## src/rtl/cmt_pkg.sv

```systemverilog
package cmt_pkg;
    localparam int ADDR_W   = 2;
    localparam int SEL_W    = 2;
    localparam int N_RATES  = 1 << SEL_W;

    localparam logic [ADDR_W-1:0] ADR_RUN  = 2'd0;
    localparam logic [ADDR_W-1:0] ADR_CSR  = 2'd1;
    localparam logic [ADDR_W-1:0] ADR_CNT  = 2'd2;
    localparam logic [ADDR_W-1:0] ADR_CMP  = 2'd3;

    localparam int CSR_FLAG_BIT  = 7;
    localparam int CSR_SPARE_BIT = 6;

    // log2 of the divisor chosen by each rate code
    function automatic int rate_shift(input int code);
        case (code)
            0:       return 2;
            1:       return 3;
            2:       return 4;
            default: return 6;
        endcase
    endfunction

    localparam int PSC_W = 6;
endpackage

```

## src/rtl/cmt_prescaler.sv

```systemverilog
module cmt_prescaler
    import cmt_pkg::*;
(
    input  logic             clk,
    input  logic             rst_n,
    input  logic [SEL_W-1:0] sel,
    output logic             tick
);
    typedef struct packed {
        logic [PSC_W-1:0] psc;
    } psc_st_t;

    psc_st_t q, d;
    logic [N_RATES-1:0] tick_vec;

    generate
        for (genvar g = 0; g < N_RATES; g++) begin : g_rate
            localparam int SH = rate_shift(g);
            assign tick_vec[g] = &q.psc[SH-1:0];
        end
    endgenerate

    always_comb begin
        d     = q;
        d.psc = q.psc + 1'b1;
        tick  = tick_vec[sel];
    end

    always_ff @(posedge clk or negedge rst_n) begin
        if (!rst_n) q <= '0;
        else        q <= d;
    end

    // a /64 step is also a step of every faster rate
    nested_tick_chk: assert property (@(posedge clk) disable iff (!rst_n)
        tick_vec[N_RATES-1] |-> (&tick_vec));
endmodule

```

## src/rtl/cmt_counter.sv

```systemverilog
module cmt_counter #(
    parameter int W = 16
) (
    input  logic         clk,
    input  logic         rst_n,
    input  logic         tick,
    input  logic         run,
    input  logic         wr_en,
    input  logic [W-1:0] wr_val,
    input  logic [W-1:0] cmp,
    output logic [W-1:0] cnt,
    output logic         match
);
    typedef struct packed {
        logic [W-1:0] cnt;
    } cnt_st_t;

    cnt_st_t q, d;

    always_comb begin
        d     = q;
        match = 1'b0;
        if (wr_en) begin
            d.cnt = wr_val;
        end else if (tick && run) begin
            d.cnt = (q.cnt == cmp) ? '0 : q.cnt + 1'b1;
            match = (d.cnt == cmp);
        end
        cnt = q.cnt;
    end

    always_ff @(posedge clk or negedge rst_n) begin
        if (!rst_n) q <= '0;
        else        q <= d;
    end


    hold_when_stopped_chk: assert property (@(posedge clk) disable iff (!rst_n)
        (!run && !wr_en) |=> $stable(q.cnt));


    wrap_at_cmp_chk: assert property (@(posedge clk) disable iff (!rst_n)
        (tick && run && !wr_en && q.cnt == cmp) |=> (q.cnt == '0));
endmodule

```

## src/rtl/cmt_flag.sv

```systemverilog
module cmt_flag (
    input  logic clk,
    input  logic rst_n,
    input  logic set,
    input  logic rd_csr,
    input  logic clr_req,
    output logic flag
);
    typedef struct packed {
        logic flag;
        logic arm;
    } flag_st_t;

    flag_st_t q, d;

    always_comb begin
        d      = q;
        d.flag = set | (q.flag & ~(clr_req & q.arm));
        d.arm  = (q.arm & ~clr_req) | (rd_csr & q.flag);
        flag   = q.flag;
    end

    always_ff @(posedge clk or negedge rst_n) begin
        if (!rst_n) q <= '0;
        else        q <= d;
    end


    hold_unarmed_chk: assert property (@(posedge clk) disable iff (!rst_n)
        (q.flag && !q.arm) |=> q.flag);


    clear_armed_chk: assert property (@(posedge clk) disable iff (!rst_n)
        (q.arm && clr_req && !set) |=> !q.flag);


    set_wins_chk: assert property (@(posedge clk) disable iff (!rst_n)
        set |=> q.flag);


    arm_drop_chk: assert property (@(posedge clk) disable iff (!rst_n)
        (clr_req && !rd_csr) |=> !q.arm);
endmodule

```

## src/rtl/cmt_channel.sv

```systemverilog
module cmt_channel
    import cmt_pkg::*;
#(
    parameter int CNT_W = 16
) (
    input  logic              clk,
    input  logic              rst_n,
    input  logic              bus_we,
    input  logic              bus_re,
    input  logic [ADDR_W-1:0] bus_addr,
    input  logic [CNT_W-1:0]  bus_wdata,
    output logic [CNT_W-1:0]  bus_rdata,
    output logic              irq
);
    typedef struct packed {
        logic             run;
        logic             spare;
        logic [SEL_W-1:0] rate;
        logic [CNT_W-1:0] cmp;
    } regs_t;

    regs_t q, d;

    logic             wr_run, wr_csr, wr_cnt, wr_cmp, rd_csr, clr_req;
    logic             tick, match, flag;
    logic [CNT_W-1:0] cnt;

    always_comb begin
        wr_run  = bus_we && (bus_addr == ADR_RUN);
        wr_csr  = bus_we && (bus_addr == ADR_CSR);
        wr_cnt  = bus_we && (bus_addr == ADR_CNT);
        wr_cmp  = bus_we && (bus_addr == ADR_CMP);
        rd_csr  = bus_re && (bus_addr == ADR_CSR);
        clr_req = wr_csr && !bus_wdata[CSR_FLAG_BIT];

        d = q;
        if (wr_run) d.run = bus_wdata[0];
        if (wr_csr) begin
            d.spare = bus_wdata[CSR_SPARE_BIT];
            d.rate  = bus_wdata[SEL_W-1:0];
        end
        if (wr_cmp) d.cmp = bus_wdata;

        bus_rdata = '0;
        case (bus_addr)
            ADR_RUN: bus_rdata[0] = q.run;
            ADR_CSR: begin
                bus_rdata[CSR_FLAG_BIT]  = flag;
                bus_rdata[CSR_SPARE_BIT] = q.spare;
                bus_rdata[SEL_W-1:0]     = q.rate;
            end
            ADR_CNT: bus_rdata = cnt;
            default: bus_rdata = q.cmp;
        endcase
        irq = flag;
    end

    always_ff @(posedge clk or negedge rst_n) begin
        if (!rst_n) begin
            q       <= '0;
            q.cmp   <= '1;
        end else begin
            q <= d;
        end
    end

    cmt_prescaler u_psc (
        .clk   (clk),
        .rst_n (rst_n),
        .sel   (q.rate),
        .tick  (tick)
    );

    cmt_counter #(.W(CNT_W)) u_cnt (
        .clk    (clk),
        .rst_n  (rst_n),
        .tick   (tick),
        .run    (q.run),
        .wr_en  (wr_cnt),
        .wr_val (bus_wdata),
        .cmp    (q.cmp),
        .cnt    (cnt),
        .match  (match)
    );

    cmt_flag u_flag (
        .clk     (clk),
        .rst_n   (rst_n),
        .set     (match),
        .rd_csr  (rd_csr),
        .clr_req (clr_req),
        .flag    (flag)
    );

    // the flag and counter==compare appear together after a match
    match_visible_chk: assert property (@(posedge clk) disable iff (!rst_n)
        match |=> (flag && cnt == q.cmp));
endmodule

```

## config.mk

```make
export PLATFORM = sky130hd
export DESIGN_NAME = cmt_channel
export DESIGN_NICKNAME = d
export VERILOG_FILES = /design/src/rtl/cmt_pkg.sv /design/src/rtl/cmt_prescaler.sv /design/src/rtl/cmt_counter.sv /design/src/rtl/cmt_flag.sv /design/src/rtl/cmt_channel.sv
export SDC_FILE = /design/constraint.sdc
export NUM_CORES = 1
export LEC_CHECK = 0
export BUFFER_PORTS_ARGS = -buffer_cell sky130_fd_sc_hd__buf_2
export CORE_UTILIZATION = 54
export CTS_CLUSTER_DIAMETER = 100
export DETAILED_ROUTE_END_ITERATION = 12
export PLACE_DENSITY = 0.75
export SLEW_MARGIN = 20
export SYNTH_ARGS = -nofsm -noshare
export SYNTH_HDL_FRONTEND = slang
export SYNTH_SLANG_ARGS = --single-unit
```

## constraint.sdc

```tcl
create_clock -name clk -period 2.9 [get_ports clk]
set_input_delay 0.435 -clock clk [delete_from_list [all_inputs] [get_ports clk]]
set_output_delay 0.435 -clock clk [all_outputs]
set_load 0.02 [all_outputs]
```

==> results_dict.tcl <==
set metrics [dict create \
    status "complete, no violations" \
    top_usage_layer "met2" \
    setup_viol 0 \
    cts_resized 0 \
    synthTopCellsByArea "dfrtp_1 (22%), dfstp_2 (13%), mux2_2 (8.7%), xor2_1 (6.8%), a21oi_1 (4.5%)" \
    cp_data_arrival_time_ns 2.72 \
    clock_latency_ns 0.31 \
    dr.first_iter.drc_count 273 \
    holdBufCountCts 0 \
    antenna_found_initial 0 \
    finalCritPeriodShare_pct 86.06 \
    clock-root-buffer "clkbuf_8" \
    drive_above_1_share_pct 27.89 \
    synth_top_area_cell "dfrtp_1" \
    firstDrtPassIters 6 \
    core_area_um2 5642 \
    grt.met1_usage_pct 38.24 \
    layout.cells.non_filler 452 \
    crit_chain "xor2_1 > nor4_1 > and4_1 > buf_4 > o21ba_1 > o32ai_1 > nand4_1 > o31ai_1" \
    ant_nets 0 \
    std_cell_rows 27 \
    worst_ep_required_time_ns 3.12 \
    crit_path_end_kind "register" \
    fin_ws_ns 0.4043 \
    slew_viol_final 0 \
    placed_cells 444 \
    boundaryPins 39 \
    ys_seq_elements 44 \
    cts_tree "built" \
    tns_ns 0 \
    drc 0 \
    dieWidth_um 79.30 \
    p_per_area_nw_per_um2 684.5 \
    die-area_um2 6288 \
    critPathMaxFanout 21 \
    synth_cell_types 54 \
    postSynthCellCount 350 \
    yosysSeqAreaShare_pct 34.74 \
    hold_violations 0 \
    synth_edf_count 0 \
    yosysTopAreaCellShare_pct 21.71 \
    track_usage_pct 26.78 \
    hp-class "in2async" \
    cp_slowest_cell "dfrtp_1" \
    p_total_mw 2.410 \
    drt_wl_total_um 7854 \
    synth.cell_area_um2 3227 \
    grt_setup_unrepaired "false" \
    antenna_cells 0 \
    place_ws_ns 0.4998 \
    timing.fmax_mhz 400.7 \
    syn_to_final_growth_pct 9.112 \
    viasPerCell 6.111 \
    critPathKind "reg2reg" \
    start_util_pct 57.20 \
    max-vdd-ir-drop_uv 336.2 \
    slowest_delay_ns 0.52 \
    layout.nets 404 \
    htreeDepth 2 \
    clockBufferDepth 2 \
    clock_sinks 44 \
    syn-num-nets 375 \
    synthFlopType "dfrtp_1" \
    vias 2762 \
    dpl.hpwl_um 5649 \
    grt.met3_usage_pct 4.713 \
    async_flop_share_pct 100.0 \
    post-route-min-period_ns 2.496 \
    syn_area_per_cell_um2 9.220 \
    io_buffers 38 \
    wire_per_inst_um 17.38 \
    ys_warn_count 0 \
    fillerInstances 490 \
    cts_buffers 5 \
    clk_pin_slew_ns 0.09 \
    start_kind "register" \
    regArea_um2 1121 \
    tightest_slew_ns 0.5602 \
    slew_headroom_pct 62.66 \
    grt_pass1_wl_um 12920 \
    grt_max_degree 45 \
    post_cts.repair.setup_buffers 0 \
    power.static_leakage_nw 1.460 \
    die_h_um 79.30 \
    grt_pass1_vias 2588 \
    multi_input_area_um2 1934 \
    skew_ns 0.004771 \
    gp_congestion 0.9287 \
    use_met2_pct 41.38 \
    timing.max_cap.violations 0 \
    gr-total-overflow 0 \
]
==> final cells by class <==
type / count / area share, %
clock buffers: 5 / 1.955
clock inverters: 3 / 0.6752
inverters: 4 / 0.4264
multi-input cells: 276 / 54.94
flip-flops and latches: 44 / 31.84
well taps: 72 / 2.559
repair buffers: 48 / 7.605
==> critical path, delay by kind of cell (launching register included) <==
family | cells | cell delay (ns)
buf+inv | 1 | 0.23
xor+xnor | 1 | 0.21
flops | 1 | 0.52
compound gates | 3 | 0.61
simple gates | 3 | 0.83
==> cells in the final DEF, fill, tap and decap left out, drive strengths merged, types with 2 or more instances in the layout <==
master / instances
buf: 48
nor2: 30
a21oi: 29
dfrtp: 28
mux2: 25
xor2: 25
o21ai: 23
nand2: 21
nor2b: 16
dfstp: 16
mux2i: 14
xnor2: 11
nand3: 10
nor3: 10
nor4: 8
nand4: 6
nor3b: 5
clkbuf: 5
and3: 4
inv: 4
and4: 3
ha: 3
a22o: 2
or3: 2
a31oi: 2
o21ba: 2
a32oi: 2
o31ai: 2
nand3b: 2
nand2b: 2
a22oi: 2
clkinvlp: 2
o32ai: 2
==> cell usage after synthesis, drive strengths merged, types with 3 or more instances <==
master	n
dfstp	16
mux2i	14
nand2	21
and4	3
nand3	10
nor3b	5
nor3	10
nor4	8
o21ai	23
buf	16
inv	4
nand4	6
dfrtp	28
nor2b	16
ha	3
a21oi	29
nor2	30
clkbuf	10
and3	4
mux2	25
xor2	25
xnor2	11
==> per-layer routing <==
metal | up-vias | part of all wire [%]
met5 | - | 0
met4 | 0 | 1.8
met3 | 15 | 5.8
li1 | 1316 | -
met1 | 1328 | 48
met2 | 103 | 44
==> through the flow <==
stage | hold slack, ns | util, % | area, um^2
2_1_floorplan | 0.1394 | - | 3227
3_3_place_gp | 0.4613 | 60.72 | 3426
3_5_place_dp | 0.4672 | 60.72 | 3426
4_1_cts | 0.3154 | 62.36 | 3518
5_1_grt | 0.1495 | 62.41 | 3521
6_report | 0.1043 | 62.41 | 3521
==> cells by family (layout without fill, tap and decap cells) <==
group | Yosys count | count (layout) | share of synthesized area (%)
buffers and inverters | 30 | 60 | 5.312
AND/OR/NAND/NOR | 124 | 124 | 21.52
adder cells (fa/ha/maj) | 3 | 3 | 1.163
flip-flops | 44 | 44 | 34.74
XOR/XNOR | 36 | 36 | 9.771
multiplexers | 40 | 40 | 13.76
AO/OA/AOI/OAI | 73 | 73 | 13.73
==> state kept, by name (all words and copies together) (netlist names) <==
register	cells
u_psc.q	6
u_flag.q	1
u_flag.flag	1
q	20
u_cnt.cnt	16
==> power by group <==
group	total [mW]	switching (mW)	leakage (nW)	internal (mW)
Clock	0.410	0.239	0.0404	0.171
Combinational	0.984	0.540	0.931	0.445
Sequential	1.02	0.251	0.488	0.765
==> final timing paths <==
| kind | startpoint | cells past startpoint | end | slack [ns] |
|---|---|---|---|---|
| max reg2reg | u_cnt.cnt[3]$_DFFE_PN0P_ | 8 | u_flag.flag$_DFF_PN0_ | 0.40 |
| max | u_cnt.cnt[3]$_DFFE_PN0P_ | 8 | u_flag.flag$_DFF_PN0_ | 0.40 |
| max in group asynchronous | rst_n | 1 | q[3]$_DFFE_PN1P_ | 2.40 |
| min reg2reg | u_psc.q[0]$_DFF_PN0_ | 1 | u_psc.q[0]$_DFF_PN0_ | 0.48 |
| min | rst_n | 1 | u_psc.q[2]$_DFF_PN0_ | 0.10 |
| min in group clk | bus_re | 3 | u_flag.q[0]$_DFF_PN0_ | 0.36 |
Power figures use the tool's default switching activity.
